`src/rtl/ilv_flatten_pkg.sv`:
```
// Shared constants and types for the interleaving flattener.
// Assumes a 3-bit memory select shared by all memories on the bus.
package ilv_flatten_pkg;
    localparam logic [2:0] SEL_NONE   = 3'b000;
    localparam logic [2:0] SEL_SRC_K0 = 3'b011;
    localparam logic [2:0] SEL_SRC_K1 = 3'b100;
    localparam logic [2:0] SEL_DST    = 3'b101;

    typedef enum logic [1:0] {
        PH_IDLE  = 2'd0,
        PH_READ  = 2'd1,
        PH_WRITE = 2'd2
    } phase_t;
endpackage

```
`src/rtl/ilv_sequencer.sv`:
```
// Sequencer: walks the element index and the map bit through
// alternating read and write phases, and raises done after the last write.
// Assumes start is a strobe; it is ignored unless the phase is idle.
module ilv_sequencer
    import ilv_flatten_pkg::*;
#(
    parameter int N     = 1024,
    parameter int IDX_W = 10
) (
    input  logic             clk,
    input  logic             rst_n,
    input  logic             start,
    output phase_t           phase,
    output logic [IDX_W-1:0] idx,
    output logic             map_k1,
    output logic             done
);
    localparam logic [IDX_W-1:0] LAST_IDX = IDX_W'(N - 1);

    // Phase, index and map-bit progression, plus the done strobe
    always_ff @(posedge clk) begin
        if (!rst_n) begin
            phase  <= PH_IDLE;
            idx    <= '0;
            map_k1 <= 1'b0;
            done   <= 1'b0;
        end else begin
            done <= 1'b0;
            case (phase)
                PH_IDLE: begin
                    if (start) begin
                        phase  <= PH_READ;
                        idx    <= '0;
                        map_k1 <= 1'b0;
                    end
                end
                PH_READ: phase <= PH_WRITE;
                PH_WRITE: begin
                    if (map_k1 && idx == LAST_IDX) begin
                        phase <= PH_IDLE;
                        done  <= 1'b1;
                    end else begin
                        phase  <= PH_READ;
                        map_k1 <= ~map_k1;
                        if (map_k1) idx <= idx + 1'b1;
                    end
                end
                default: phase <= PH_IDLE;
            endcase
        end
    end

    // done never lasts more than one cycle
    a_r7_done_single: assert property (@(posedge clk) disable iff (!rst_n)
        done |=> !done);

    // a running read phase always proceeds to a write phase, whatever start does
    a_r8_read_advances: assert property (@(posedge clk) disable iff (!rst_n)
        (phase == PH_READ) |=> (phase == PH_WRITE));

    // the block is idle whenever done is high
    a_r7_idle_at_done: assert property (@(posedge clk) disable iff (!rst_n)
        done |-> (phase == PH_IDLE));
endmodule

```
`src/rtl/ilv_capture.sv`:
```
// Capture register: latches the read data word at the edge that ends a read phase.
// Assumes the memory drives rd_data from the falling edge of the read phase.
module ilv_capture #(
    parameter int DATA_W = 20
) (
    input  logic              clk,
    input  logic              rst_n,
    input  logic              load,
    input  logic [DATA_W-1:0] din,
    output logic [DATA_W-1:0] dout
);
    // Hold the captured word until the next read phase
    always_ff @(posedge clk) begin
        if (!rst_n)    dout <= '0;
        else if (load) dout <= din;
    end

    // the held word changes only on a load
    a_r4_hold_stable: assert property (@(posedge clk) disable iff (!rst_n)
        !load |=> $stable(dout));
endmodule

```
`src/rtl/ilv_bus_drive.sv`:
```
// Bus driver: turns the current phase, index and map bit into the
// shared memory bus signals. Purely combinational.
// Assumes ADDR_W > IDX_W, so that the doubled write address fits.
module ilv_bus_drive
    import ilv_flatten_pkg::*;
#(
    parameter int IDX_W  = 10,
    parameter int ADDR_W = 12,
    parameter int DATA_W = 20
) (
    input  phase_t             phase,
    input  logic [IDX_W-1:0]   idx,
    input  logic               map_k1,
    input  logic [DATA_W-1:0]  held,
    output logic               rd_en,
    output logic               wr_en,
    output logic [2:0]         sel,
    output logic [ADDR_W-1:0]  rd_addr,
    output logic [ADDR_W-1:0]  wr_addr,
    output logic [DATA_W-1:0]  wr_data
);
    // Decode the phase into enables, select, addresses and write data
    always_comb begin
        rd_en   = 1'b0;
        wr_en   = 1'b0;
        sel     = SEL_NONE;
        rd_addr = '0;
        wr_addr = '0;
        wr_data = '0;
        case (phase)
            PH_READ: begin
                rd_en   = 1'b1;
                sel     = map_k1 ? SEL_SRC_K1 : SEL_SRC_K0;
                rd_addr = ADDR_W'(idx);
            end
            PH_WRITE: begin
                wr_en   = 1'b1;
                sel     = SEL_DST;
                wr_addr = ADDR_W'({idx, map_k1});
                wr_data = held;
            end
            default: ;
        endcase
    end
endmodule

```
`src/rtl/ilv_flatten.sv`:
```
// Top: interleaving flattener. Copies two MAP_ROWS x MAP_COLS maps into one
// vector of 2N words, alternating kernel-0 and kernel-1 entries.
// Assumes single-cycle memories on a shared, select-switched bus.
module ilv_flatten
    import ilv_flatten_pkg::*;
#(
    parameter int MAP_ROWS = 32,
    parameter int MAP_COLS = 32,
    parameter int ADDR_W   = 12,
    parameter int DATA_W   = 20
) (
    input  logic              clk,
    input  logic              rst_n,
    input  logic              start,
    output logic              done,
    output logic              rd_en,
    output logic [ADDR_W-1:0] rd_addr,
    input  logic [DATA_W-1:0] rd_data,
    output logic              wr_en,
    output logic [ADDR_W-1:0] wr_addr,
    output logic [DATA_W-1:0] wr_data,
    output logic [2:0]        sel
);
    localparam int N     = MAP_ROWS * MAP_COLS;
    localparam int IDX_W = (N > 1) ? $clog2(N) : 1;

    phase_t             phase;
    logic [IDX_W-1:0]   idx;
    logic               map_k1;
    logic [DATA_W-1:0]  held;

    ilv_sequencer #(.N(N), .IDX_W(IDX_W)) u_seq (
        .clk(clk), .rst_n(rst_n), .start(start),
        .phase(phase), .idx(idx), .map_k1(map_k1), .done(done)
    );

    ilv_capture #(.DATA_W(DATA_W)) u_cap (
        .clk(clk), .rst_n(rst_n), .load(phase == PH_READ),
        .din(rd_data), .dout(held)
    );

    ilv_bus_drive #(.IDX_W(IDX_W), .ADDR_W(ADDR_W), .DATA_W(DATA_W)) u_bus (
        .phase(phase), .idx(idx), .map_k1(map_k1), .held(held),
        .rd_en(rd_en), .wr_en(wr_en), .sel(sel),
        .rd_addr(rd_addr), .wr_addr(wr_addr), .wr_data(wr_data)
    );

    // an accepted start leads to the kernel-0 read of index 0
    a_r2_start_first_read: assert property (@(posedge clk) disable iff (!rst_n)
        (phase == PH_IDLE && start) |=> (rd_en && sel == SEL_SRC_K0 && rd_addr == '0));

    // reads only address a source map
    a_r3_src_select: assert property (@(posedge clk) disable iff (!rst_n)
        rd_en |-> (sel == SEL_SRC_K0 || sel == SEL_SRC_K1));

    // a write follows each read and carries the word read, unchanged
    a_r4_copy_word: assert property (@(posedge clk) disable iff (!rst_n)
        rd_en |=> (wr_en && sel == SEL_DST && wr_data == $past(rd_data)));

    // write address is twice the read index, plus one for the kernel-1 map
    a_r5_interleave_addr: assert property (@(posedge clk) disable iff (!rst_n)
        (rd_en ##1 wr_en) |-> ((wr_addr >> 1) == $past(rd_addr)
                               && wr_addr[0] == ($past(sel) == SEL_SRC_K1)));

    // enables exclusive, select parked when the bus is unused
    a_r6_bus_exclusive: assert property (@(posedge clk) disable iff (!rst_n)
        !(rd_en && wr_en));
    a_r6_sel_parked: assert property (@(posedge clk) disable iff (!rst_n)
        (!rd_en && !wr_en) |-> (sel == SEL_NONE));

    // done comes right after the write of the last output address
    a_r7_done_after_last: assert property (@(posedge clk) disable iff (!rst_n)
        done |-> ($past(wr_en) && $past(wr_addr) == ADDR_W'(2 * N - 1)));
endmodule

```
`config.mk`:
```
export PLATFORM = sky130hd
export DESIGN_NAME = ilv_flatten
export DESIGN_NICKNAME = d
export VERILOG_FILES = /design/src/rtl/ilv_flatten_pkg.sv /design/src/rtl/ilv_sequencer.sv /design/src/rtl/ilv_capture.sv /design/src/rtl/ilv_bus_drive.sv /design/src/rtl/ilv_flatten.sv
export SDC_FILE = /design/constraint.sdc
export NUM_CORES = 1
export LEC_CHECK = 0
export BUFFER_PORTS_ARGS = -buffer_cell sky130_fd_sc_hd__buf_2
export CORE_ASPECT_RATIO = 0.9
export CORE_MARGIN = 2
export CORE_UTILIZATION = 52
export CTS_CLUSTER_SIZE = 40
export DETAILED_ROUTE_END_ITERATION = 12
export GPL_TIMING_DRIVEN = 0
export PLACE_DENSITY = 0.95
export SLEW_MARGIN = 20
export SYNTH_ARGS = -nofsm -noshare
export SYNTH_HDL_FRONTEND = slang
export SYNTH_SLANG_ARGS = --single-unit
```
`constraint.sdc`:
```
create_clock -name clk -period 3.3 [get_ports clk]
set_clock_uncertainty 0.1 [all_clocks]
set_input_delay 0.33 -clock clk [delete_from_list [all_inputs] [get_ports clk]]
set_output_delay 0.33 -clock clk [all_outputs]
set_load 0.01 [all_outputs]
```
After elaboration in Yosys (flattened, before gate mapping). Index checks and enable logic that the tools add are counted.

Multiplexer cells: 18. Bitwise operators: 1. Equality and inequality tests: 6. Add/subtract/negate cells: 1. Reduce and logical (&&, ||, !) cells: 6.

Operators with widths (number): $mux W10 (4); $mux W20 (1); $pmux W10 S2 (1); $mux W11 (1); $add A10 B1 Y10 const B (1); $eq A10 B10 Y1 const B (1); $mux W1 (6); $ne A2 B2 Y1 const B (3); $pmux W2 S3 (1); $pmux W3 S2 (1); $reduce_and A4 Y1 (1); $mux W3 (1); $reduce_and A3 Y1 (1); $eq A2 B1 Y1 const B (1); $eq A2 B2 Y1 const B (1); $logic_not A2 Y1 (1); $mux W2 (1); $pmux W1 S2 (1); $reduce_and A2 Y1 (1); $reduce_bool A2 Y1 (1); $logic_and A1 B1 Y1 (1); $not A1 Y1 (1).

Register bits: 34. Word-level logic and storage cells: 37.

Depth between registers and ports, before layout. Gate-level depths: netlist of run 1.

Word-level depth: 4. Mapped depth: 7. Gate-level depth less buffers: 6.

Modules after synthesis. A second synthesis of run 1 with hierarchy kept.

Cells, all modules: 210. Area, all modules: 1918.1 sq um.

Modules (own cells, without submodules): ilv_sequencer (area an instance 764.5 sq um, instances 1, cells an instance 87); ilv_capture (area an instance 755.7 sq um, instances 1, cells an instance 64); ilv_bus_drive (area an instance 384.1 sq um, instances 1, cells an instance 58); ilv_flatten (area an instance 13.8 sq um, instances 1, cells an instance 1).

Worst setup path before layout of run 1. OpenSTA, ideal clock, no wires.

Path kind: register -> register. From: reg u_seq.phase[0]. To: reg u_seq.idx[5]. Required time: 3126 ps. Setup slack: 1280 ps. Cell stages (with the launch flop): 7. Buffers on the path: 0. Library setup time: 74 ps. Period minus slack after synthesis: 2020 ps. Arrival: 1846 ps. Cell sequence: dfxtp_1 inv_1 ha_1 mux2i_2 or4b_1 or3_1 a31oi_1.

Word-level cells in the longest chain between the ends: 3. Elaborated cells on any way between the ends: 8. Classes of those cells: eq/ne: 4; mux: 1; reduce/logical: 3.

Ends and longest elaborated chain: start: declaration (RTL line ilv_sequencer.sv:13) `output phase_t phase,`; start signal: assignment (RTL line ilv_sequencer.sv:23) `phase <= PH_IDLE;`; start signal: assignment (RTL line ilv_sequencer.sv:32) `phase <= PH_READ;`; start signal: assignment (RTL line ilv_sequencer.sv:37) `PH_READ: phase <= PH_WRITE;`; $eq A2 B2 Y1 or $logic_not A2 Y1 (tied branches) (RTL line ilv_sequencer.sv:29) `case (phase)`; $ne A2 B2 Y1 (no line) or $reduce_bool A2 Y1 (tied branches); $reduce_and A4 Y1 (no line); end signal: assignment (RTL line ilv_sequencer.sv:45) `if (map_k1) idx <= idx + 1'b1;`; end: declaration (RTL line ilv_sequencer.sv:14) `output logic [IDX_W-1:0] idx,`.

Parallel ways exist; a longest one is shown, timed or not. A chain may end at the register's enable or synchronous reset.

Final worst setup path of run 1.
From: reg u_seq.phase[0]. To: out wr_data[18].

Word-level cells in the longest chain between the ends: 2.

Ends and longest elaborated chain: $eq A2 B2 Y1 (RTL line ilv_bus_drive.sv:30) `case (phase)`; $mux W20 (RTL line ilv_bus_drive.sv:30); end: declaration (RTL line ilv_flatten.sv:21) `output logic [DATA_W-1:0] wr_data,`.

Every way passes these cells.

==> results of run 1 <==
worst max-delay path by stage:
stage                         from           end  slack (ps)  cells past startpoint
floorplan           u_seq.phase[0]  u_seq.idx[5]        1280                      6
global placement    u_seq.phase[0]   wr_data[16]         940                      7
detailed placement  u_seq.phase[0]   wr_data[18]         900                      7
CTS                 u_seq.phase[0]   wr_data[18]         550                      7
global route        u_seq.phase[0]    wr_data[6]         380                      7
finish              u_seq.phase[0]   wr_data[18]         570                      7
registers in the layout, indices dropped and copies added, names as in the netlist:
register      count
u_seq.map_k1      1
u_seq.phase       2
u_seq.idx        10
u_cap.dout       20
u_seq.done        1
cells by family after synthesis:
family | Yosys count | synth area share [%]
flip-flops | 34 | 36.5
AND/OR/NAND/NOR | 106 | 31.2
adder cells (fa/ha/maj) | 6 | 4.02
AO/OA/AOI/OAI | 26 | 9.59
buffers and inverters | 21 | 4.83
other | 1 | 0.201
multiplexers | 25 | 13.7
cell usage after synthesis:
cell type / n / share of area (%)
a211oi_1: 1 / 0.40
a21o_1: 1 / 0.40
a21oi_1: 4 / 1.1
a311o_1: 1 / 0.54
a311oi_1: 1 / 0.47
a31oi_1: 3 / 1.0
and2_1: 41 / 14
and3_1: 2 / 0.67
and3b_1: 1 / 0.47
and4_1: 1 / 0.47
and4b_1: 1 / 0.54
buf_1: 2 / 0.40
buf_4: 3 / 1.2
clkbuf_1: 12 / 2.4
conb_1: 1 / 0.20
dfxtp_1: 34 / 36
ha_1: 6 / 4.0
inv_1: 4 / 0.80
mux2_2: 1 / 0.60
mux2i_1: 23 / 12
mux2i_2: 1 / 0.74
nand2_1: 11 / 2.2
nand3_1: 7 / 1.9
nand3b_1: 1 / 0.40
nand4_1: 3 / 1.0
nand4b_1: 1 / 0.47
nor2_1: 26 / 5.2
nor2b_1: 1 / 0.34
nor3_1: 2 / 0.54
nor4_1: 2 / 0.67
o211ai_1: 3 / 1.2
o21a_1: 1 / 0.40
o21ai_0: 3 / 0.80
o22ai_1: 1 / 0.34
o311ai_0: 1 / 0.47
o31ai_1: 5 / 2.0
o41ai_1: 1 / 0.47
or2b_1: 1 / 0.40
or3_1: 2 / 0.67
or4_1: 1 / 0.40
or4b_1: 1 / 0.54
or4b_2: 1 / 0.54
per-layer routing:
layer,share of wire (%),vias to the layer above
li1,-,912
met5,0,-
met4,1.6,0
met1,43,821
met3,10,10
met2,45,98
stage by stage:
stage | setup WS (ps) | hold WS (ps)
after floorplan | 1280 | 352
after global placement | 939 | 362
after CTS | 548 | 160
after detailed placement | 895 | 373
final | 572 | 164
after global routing | 383 | 166
worst max-delay path, cell delays in order (launching register included):
cell and delay [ps]:
dfxtp_1 350, inv_1 100, ha_1 210, clkbuf_1 300, clkbuf_1 390, clkbuf_1 330, and2_1 190, buf_2 130
power groups by stage:
| stage | registers, µW | logic (µW) | clock network, µW |
|---|---|---|---|
| 4_1_cts | 445 | 167 | 469 |
| 3_5_place_dp | 454 | 165 | 0 |
| 3_3_place_gp | 453 | 159 | 0 |
| 5_1_grt | 448 | 182 | 491 |
| 2_1_floorplan | 451 | 117 | 0 |
| 6_report | 445 | 166 | 467 |
final cells by class:
class | instances | area (µm²)
sequential | 34 | 681
multi-input combinational | 166 | 1100
buffer | 17 | 75.1
tap | 44 | 55.1
timing repair buffer | 69 | 345
clock inverter | 3 | 68.8
clock buffer | 5 | 68.8
fill | 289 | 992
inverter | 4 | 15.0
==> results.sh, run 1 <==
export IMPL_outcome="completed"
export IMPL_worstHoldStart="rd_data[15]"
export IMPL_tns_ps=0
export IMPL_grt_max_degree=13
export IMPL_dr_pass1_iters=4
export IMPL_layout_drive_gt1_share_pct=27.9
export IMPL_r2r_start="u_seq.phase[0]"
export IMPL_reg2regPathDepth=6
export IMPL_gp_congestion=0.838
export IMPL_worst_pin_slew_ps=830
export IMPL_htreeDepth=2
export IMPL_final_common_cell="buf_2"
export IMPL_grt_util_all_layers_pct=23.0
export IMPL_clock_path_buffers=2
export IMPL_p_sw_share_pct=25.3
export IMPL_slew_headroom_pct=44.2
export IMPL_antenna_found_initial=0
export IMPL_synth_area_mm2=0.00187
export IMPL_clockRootBuffer="clkbuf_8"
export IMPL_critPathRequiredTime_ps=2870
export IMPL_vias_per_cell=5.38
export IMPL_clock_latency_ps=300
export IMPL_reg2reg_slack_ps=1100
export IMPL_power_frac_seq_pct=41.3
export IMPL_post_route_drc_count=0
export IMPL_fin_crit_ps=2730
export IMPL_synth_cell_types=42
export IMPL_clkTransAtPathRegs_ps=80
export IMPL_endpoint_kind="output port"
export IMPL_p_switching_uw=272
export IMPL_n_antenna_cell=0
export IMPL_most_common_layout_cells="buf_2 (69), and2_1 (41), dfxtp_1 (34)"
export IMPL_cts_setup_buffers=0
export IMPL_setup_viol=0
export IMPL_die_w_um=67.1
export IMPL_met2_usage_pct=36.1
export IMPL_io_pins=73
export IMPL_cts_sinks=34
export IMPL_first_global_vias=1601
export IMPL_wl_um=4500
export IMPL_grt_busiest_layer="met2"
export IMPL_cellPowerDensity_mw_per_mm2=447
export IMPL_synth_seq_cells=34
export IMPL_p_total_uw=1080
export IMPL_hpwl_um=3220
export IMPL_clkPwrFrac_pct=43.3
export IMPL_hold_end="u_cap.dout[15]"
export IMPL_fp_row_count=20
export IMPL_synth_seq_area_share_pct=36.5
export IMPL_cp_start_kind="flop"
export IMPL_rsz0062_at_grt="false"
export IMPL_worstPathMaxFanout=10
export IMPL_die_height_um=60.8
export IMPL_dp_cells=334
export IMPL_coreArea_mm2=0.00340
export IMPL_syn_inst=219
export IMPL_layout_nets=326
export IMPL_io_buffers=69
export IMPL_cap_viol_max_count=0
export IMPL_combPwrFrac_pct=15.4
export IMPL_met3_usage_pct=8.72
export IMPL_fin_crit_sh_pct=82.7
export IMPL_hold_buffers=0
export IMPL_initial_core_util_pct=54.8
export IMPL_die_area_mm2=0.00408
export IMPL_wire_per_inst_um=13.1
export IMPL_p_leak_uw=0.00113
export IMPL_p_int_uw=805
export IMPL_final_max_slew_violation_count=0
export IMPL_post_route_cell_area_mm2=0.00241
export IMPL_max_freq_ghz=0.367
export IMPL_whs_path_depth=3
export IMPL_reg2reg_to="u_seq.idx[5]"
export IMPL_final_core_util_pct=70.8
export IMPL_hold_path_class="input pin to flop"
export IMPL_grt_pass1_wl_um=7000
export IMPL_synth_warnings=0
export IMPL_ant_nets=0
export IMPL_cts_made_buffers=5
export IMPL_worstSetupPathType="flop to output port"
export IMPL_cts_resized=0
export IMPL_dr_total_vias=1841
export IMPL_use_met1_pct=28.8
export IMPL_cts_tree="yes"
export IMPL_arrival_ps=2300
export IMPL_syn_to_final_growth_pct=29.2
export IMPL_synth_avg_cell_area_um2=8.52
export IMPL_place_area_mm2=0.00227
export IMPL_hold_viol=0
export IMPL_globalRouteOverflowTotal=0
export IMPL_final_cells=342
export IMPL_peakVddDrop_mv=0.252
export IMPL_drtIter0Drc=101
Power figures use the tool's default switching activity.
==> inputs of run 2 (changes only) <==
Settings changed: CORE_UTILIZATION 52 to 44, PLACE_DENSITY 0.95 to 0.88.
Clock period 3.3 ns to 2.3 ns, I/O delays scaled along.
==> run 2 against run 1 <==
Net effect:
- sequential cell count did not move
- clock power up 20%
- final area rose by 0.16%
- sequential share of layout area is essentially flat
- first-iteration DRC count up 40%
- highest routed layer unchanged
==> results.sh, run 2 (same netlist as run 1, synthesis figures left out) <==
export IMPL_outcome="completed"
export IMPL_wl_um=4470
export IMPL_grt_busiest_layer="met2"
export IMPL_io_buffers=69
export IMPL_hold_path_class="input pin to flop"
export IMPL_cellPowerDensity_mw_per_mm2=596
export IMPL_holdWs_ps=73.1
export IMPL_max_freq_ghz=0.458
export IMPL_final_common_cell="buf_2"
export IMPL_clkPwrFrac_pct=38.9
export IMPL_fin_crit_ps=2180
export IMPL_critPathRequiredTime_ps=2410
export IMPL_p_leak_uw=0.00113
export IMPL_rsz0062_at_grt="true"
export IMPL_htreeDepth=2
export IMPL_globalRouteOverflowTotal=0
export IMPL_crit_slowest_cell="or4b_1"
export IMPL_die_area_mm2=0.00478
export IMPL_met3_usage_pct=4.42
export IMPL_peakVddDrop_mv=0.371
export IMPL_reg2reg_slack_ps=120
export IMPL_worstHoldStart="rd_data[16]"
export IMPL_arrival_ps=2300
export IMPL_most_common_layout_cells="buf_2 (69), and2_1 (41), dfxtp_1 (33)"
export IMPL_p_total_uw=1440
export IMPL_combPwrFrac_pct=16.7
export IMPL_worstPathMaxFanout=9
export IMPL_layout_drive_gt1_share_pct=29.9
export IMPL_worst_pin_slew_ps=715
export IMPL_hold_viol=0
export IMPL_final_core_util_pct=59.3
export IMPL_reg2regPathDepth=6
export IMPL_clkTransAtPathRegs_ps=70
export IMPL_layout_nets=326
export IMPL_n_antenna_cell=0
export IMPL_grt_util_all_layers_pct=19.1
export IMPL_largest_reg_flops=20
export IMPL_r2r_start="u_seq.phase[1]"
export IMPL_final_max_slew_violation_count=0
export IMPL_cts_made_buffers=5
export IMPL_clockRootBuffer="clkbuf_8"
export IMPL_cts_sinks=34
export IMPL_clock_path_buffers=2
export IMPL_post_route_cell_area_mm2=0.00241
export IMPL_coreArea_mm2=0.00407
export IMPL_slew_headroom_pct=52.3
export IMPL_clock_latency_ps=290
export IMPL_cpPeakStageDelay_ps=510
export IMPL_whs_path_depth=3
export IMPL_reg2reg_to="u_seq.idx[5]"
export IMPL_grt_max_degree=13
export IMPL_fp_row_count=22
export IMPL_fillers=375
export IMPL_ant_nets=0
export IMPL_hold_end="u_cap.dout[16]"
export IMPL_p_sw_share_pct=27.2
export IMPL_hpwl_um=3330
export IMPL_gp_congestion=0.883
export IMPL_p_switching_uw=392
export IMPL_syn_to_final_growth_pct=29.4
export IMPL_antenna_found_initial=0
export IMPL_cap_viol_max_count=0
export IMPL_drtIter0Drc=141
export IMPL_grt_pass1_wl_um=7180
export IMPL_setup_viol=0
export IMPL_cts_setup_buffers=0
export IMPL_io_pins=73
export IMPL_wire_per_inst_um=12.9
export IMPL_die_w_um=72.6
export IMPL_use_met1_pct=25.0
export IMPL_crit_chain="inv_1 -> ha_1 -> mux2i_2 -> or4b_1 -> or3_1 -> a31oi_1"
export IMPL_met2_usage_pct=31.3
export IMPL_post_route_drc_count=0
export IMPL_initial_core_util_pct=45.8
export IMPL_vias_per_cell=5.32
export IMPL_top_regs="u_cap.dout: 20 flops, u_seq.idx: 10 flops, u_seq.phase: 2 flops"
export IMPL_first_global_vias=1602
export IMPL_dr_pass1_iters=4
export IMPL_cp_start_kind="flop"
export IMPL_place_area_mm2=0.00228
export IMPL_endpoint_kind="flop"
export IMPL_cts_tree="yes"
export IMPL_die_height_um=65.8
export IMPL_hold_buffers=0
export IMPL_worstSetupPathType="flop to flop"
export IMPL_dr_total_vias=1841
export IMPL_p_int_uw=1050
export IMPL_regMostFlops="u_cap.dout"
export IMPL_power_frac_seq_pct=44.4
export IMPL_fin_crit_sh_pct=94.9
==> run 2: how the worst max path moves through the flow <==
| stage | slack [ps] | from | endpoint |
|---|---|---|---|
| finish | 120 | u_seq.phase[1] | u_seq.idx[5] |
| floorplan | 280 | u_seq.phase[0] | u_seq.idx[5] |
| global route | -5 | u_seq.phase[1] | u_seq.idx[5] |
| global placement | 3 | u_seq.phase[0] | wr_data[7] |
| detailed placement | -80 | u_seq.phase[0] | wr_data[10] |
| CTS | 4 | u_seq.phase[0] | wr_data[10] |
==> run 2: routing by layer <==
metal / routed length, µm / part of all wire, %
met5: 0 / 0
met1: 1920 / 43
met4: 67 / 1.5
met2: 2130 / 48
met3: 354 / 7.9
==> run 2: area by class of cell <==
class	instances	area, µm²	area share, %
clock inverters	3	45.0	1.87
repair buffers	69	345	14.3
plain buffers	17	90.1	3.73
well taps	48	60.1	2.49
clock buffers	5	68.8	2.85
flip-flops and latches	34	682	28.2
inverters	4	15.0	0.622
multi-input cells	166	1110	45.9
==> run 2: metrics by stage <==
stage                     instances  TNS (ps)  setup WS, ps
after floorplan                 221         0           280
after global placement          338         0          3.01
after detailed placement        338      -953         -75.7
after CTS                       346         0          3.69
after global routing            346     -5.13         -5.13
final                           346         0           117
==> run 2: critical path, delay by kind of cell (launching register included) <==
family                   cells  cell delay (ps)
AO/OA/AOI/OAI                1              160
adder cells (fa/ha/maj)      1              270
buffers and inverters        1              100
flip-flops                   1              390
multiplexers                 1              260
AND/OR/NAND/NOR              2              820
==> run 2: power groups by stage <==
| stage | clock (µW) | combinational, µW | sequential (µW) |
|---|---|---|---|
| 2_1_floorplan | 0 | 167 | 647 |
| 3_3_place_gp | 0 | 230 | 650 |
| 3_5_place_dp | 0 | 238 | 652 |
| 4_1_cts | 566 | 240 | 639 |
| 5_1_grt | 593 | 267 | 644 |
| 6_report | 559 | 241 | 639 |
==> run 2: timing repair <==
| item | CTS | global route |
|---|---|---|
| pin swaps | 0 | 0 |
| setup endpoints to repair | 21 | 26 |
| resized for setup | 5 | 8 |
| endpoints found under the hold margin | 0 | 0 |
==> inputs of run 3 (changes only) <==
Settings changed: PLACE_DENSITY 0.88 to unset, PLACE_DENSITY_LB_ADDON set to 0.2.
==> run 3 against run 2 <==
Net effect:
- global-route usage fell by 0.20 points
- non-clock buffer count did not move
- final area fell by 0.98%
- clock-buffer cell count rose by 1
- clock power fell by 18%
- final cell count did not move
- setup slack improved by 16 ps
- power fell by 7.1%
- utilization fell by 0.58 points
- sequential power barely moved
- die area did not move
- critical path depth rose by 1
- critical endpoint is now wr_data[12]
- largest cell class unchanged
- largest power group unchanged
- highest routed layer unchanged
==> results.sh, run 3 (same netlist as run 1, synthesis figures left out) <==
export IMPL_initial_core_util_pct=45.8
export IMPL_critPathRequiredTime_ps=1970
export IMPL_r2r_start="u_seq.phase[1]"
export IMPL_cts_sinks=34
export IMPL_final_max_slew_violation_count=0
export IMPL_cpPeakStageDelay_ps=370
export IMPL_hpwl_um=3150
export IMPL_syn_to_final_growth_pct=28.2
export IMPL_dr_pass1_iters=5
export IMPL_place_ws_ps=-87.3
export IMPL_grt_max_degree=12
export IMPL_endpoint_kind="output port"
export IMPL_wl_um=4310
export IMPL_cp_start_kind="flop"
export IMPL_antenna_found_initial=0
export IMPL_layout_nets=326
export IMPL_io_pins=73
export IMPL_io_buffers=69
export IMPL_top_regs="u_cap.dout: 20 flops, u_seq.idx: 10 flops, u_seq.phase: 2 flops"
export IMPL_reg2reg_to="u_seq.idx[5]"
export IMPL_coreArea_mm2=0.00407
export IMPL_final_common_cell="buf_2"
export IMPL_slew_headroom_pct=49.2
export IMPL_vias_per_cell=5.16
export IMPL_most_common_layout_cells="buf_2 (69), and2_1 (41), dfxtp_1 (33)"
export IMPL_path_buf_inv=5
export IMPL_htreeDepth=2
export IMPL_ant_nets=0
export IMPL_tns_ps=0
export IMPL_clock_latency_ps=280
export IMPL_critPathTopFamily="buffers and inverters"
export IMPL_drtIter0Drc=110
export IMPL_hold_path_class="input pin to flop"
export IMPL_worstHoldStart="rd_data[6]"
export IMPL_clkTransAtPathRegs_ps=70
export IMPL_p_total_uw=1340
export IMPL_grt_util_all_layers_pct=18.9
export IMPL_rsz0062_at_grt="false"
export IMPL_post_route_drc_count=0
export IMPL_layout_drive_gt1_share_pct=29.9
export IMPL_clock_path_buffers=2
export IMPL_holdWs_ps=78.1
export IMPL_peakVddDrop_mv=0.440
export IMPL_place_area_mm2=0.00228
export IMPL_dr_total_vias=1784
export IMPL_whs_path_depth=3
export IMPL_cts_made_buffers=5
export IMPL_worst_pin_slew_ps=755
export IMPL_first_global_vias=1514
export IMPL_reg2regPathDepth=6
export IMPL_die_height_um=65.8
export IMPL_wire_per_inst_um=12.5
export IMPL_globalRouteOverflowTotal=0
export IMPL_outcome="completed"
export IMPL_clockRootBuffer="clkbuf_8"
export IMPL_hold_end="u_cap.dout[6]"
export IMPL_regMostFlops="u_cap.dout"
export IMPL_post_route_cell_area_mm2=0.00239
export IMPL_fp_row_count=22
export IMPL_gp_congestion=0.904
export IMPL_reg2reg_slack_ps=150
export IMPL_p_leak_uw=0.00113
export IMPL_layout_setup_ws_ps=133
export IMPL_cellPowerDensity_mw_per_mm2=559
export IMPL_cts_tree="yes"
export IMPL_worstPathMaxFanout=10
export IMPL_n_antenna_cell=0
export IMPL_setup_viol=0
export IMPL_grt_pass1_wl_um=7050
export IMPL_worstSetupPathType="flop to output port"
export IMPL_fin_crit_sh_pct=94.2
export IMPL_crit_chain="inv_1 -> ha_1 -> clkbuf_4 -> clkbuf_4 -> clkbuf_4 -> and2_1 -> buf_2"
export IMPL_die_w_um=72.6
export IMPL_arrival_ps=1840
export IMPL_cts_setup_buffers=0
export IMPL_die_area_mm2=0.00478
export IMPL_crit_top_cell="clkbuf_4"
export IMPL_fin_crit_ps=2170
export IMPL_crit_slowest_cell="dfxtp_2"
export IMPL_hold_viol=0
export IMPL_cap_viol_max_count=0
export IMPL_largest_reg_flops=20
export IMPL_max_freq_ghz=0.462
## run 3: worst register-to-register path, stage by stage, from the launching register on
cell,delay [ps]
dfxtp_1,380
inv_1,90
ha_1,270
mux2i_2,260
or4b_1,510
or3_1,310
a31oi_1,150
## run 3: what timing repair did
action | CTS | global route
resized for setup | 6 | 8
pin swaps | 0 | 0
setup endpoints to repair | 21 | 30
hold buffers | 0 | 0
## run 3: per-layer routing
layer  part of all wire (%)  wire, µm  global-route usage (%)
met1                     51      2190                    28.3
met2                     40      1710                    26.5
met3                    8.4       364                    4.27
met4                   0.93        40                    6.25
met5                      0         0                       0
## run 3: how the worst max path moves through the flow
stage,startpoint,end,slack [ps],cells after the start
5_1_grt,u_seq.phase[1],u_seq.idx[5],2,6
2_1_floorplan,u_seq.phase[0],u_seq.idx[5],280,6
3_3_place_gp,u_seq.phase[0],wr_data[12],-90,7
6_report,u_seq.phase[0],wr_data[12],130,7
3_5_place_dp,u_seq.phase[0],wr_data[13],-90,7
4_1_cts,u_seq.phase[0],wr_data[13],50,7
## run 3: power by group
group,switching (µW),leakage [µW],internal (µW)
clock,218,0.0000472,241
combinational,137,0.000805,104
sequential,15.7,0.000277,622
total,370,0.00113,966
## run 3: area by class of cell
class,count,area [µm²]
Buffer,17,91.3
Clock buffer,6,82.6
Clock inverter,2,12.5
Fill cell,408,1680
Inverter,4,15.0
Multi-Input combinational cell,166,1100
Sequential cell,34,682
Tap cell,48,60.1
Timing Repair Buffer,69,345
## run 3: stage by stage
step                utilization [%]  cells
floorplan                         -    221
global placement               55.9    338
detailed placement             55.9    338
CTS                            58.5    346
global route                   58.7    346
finish                         58.7    346
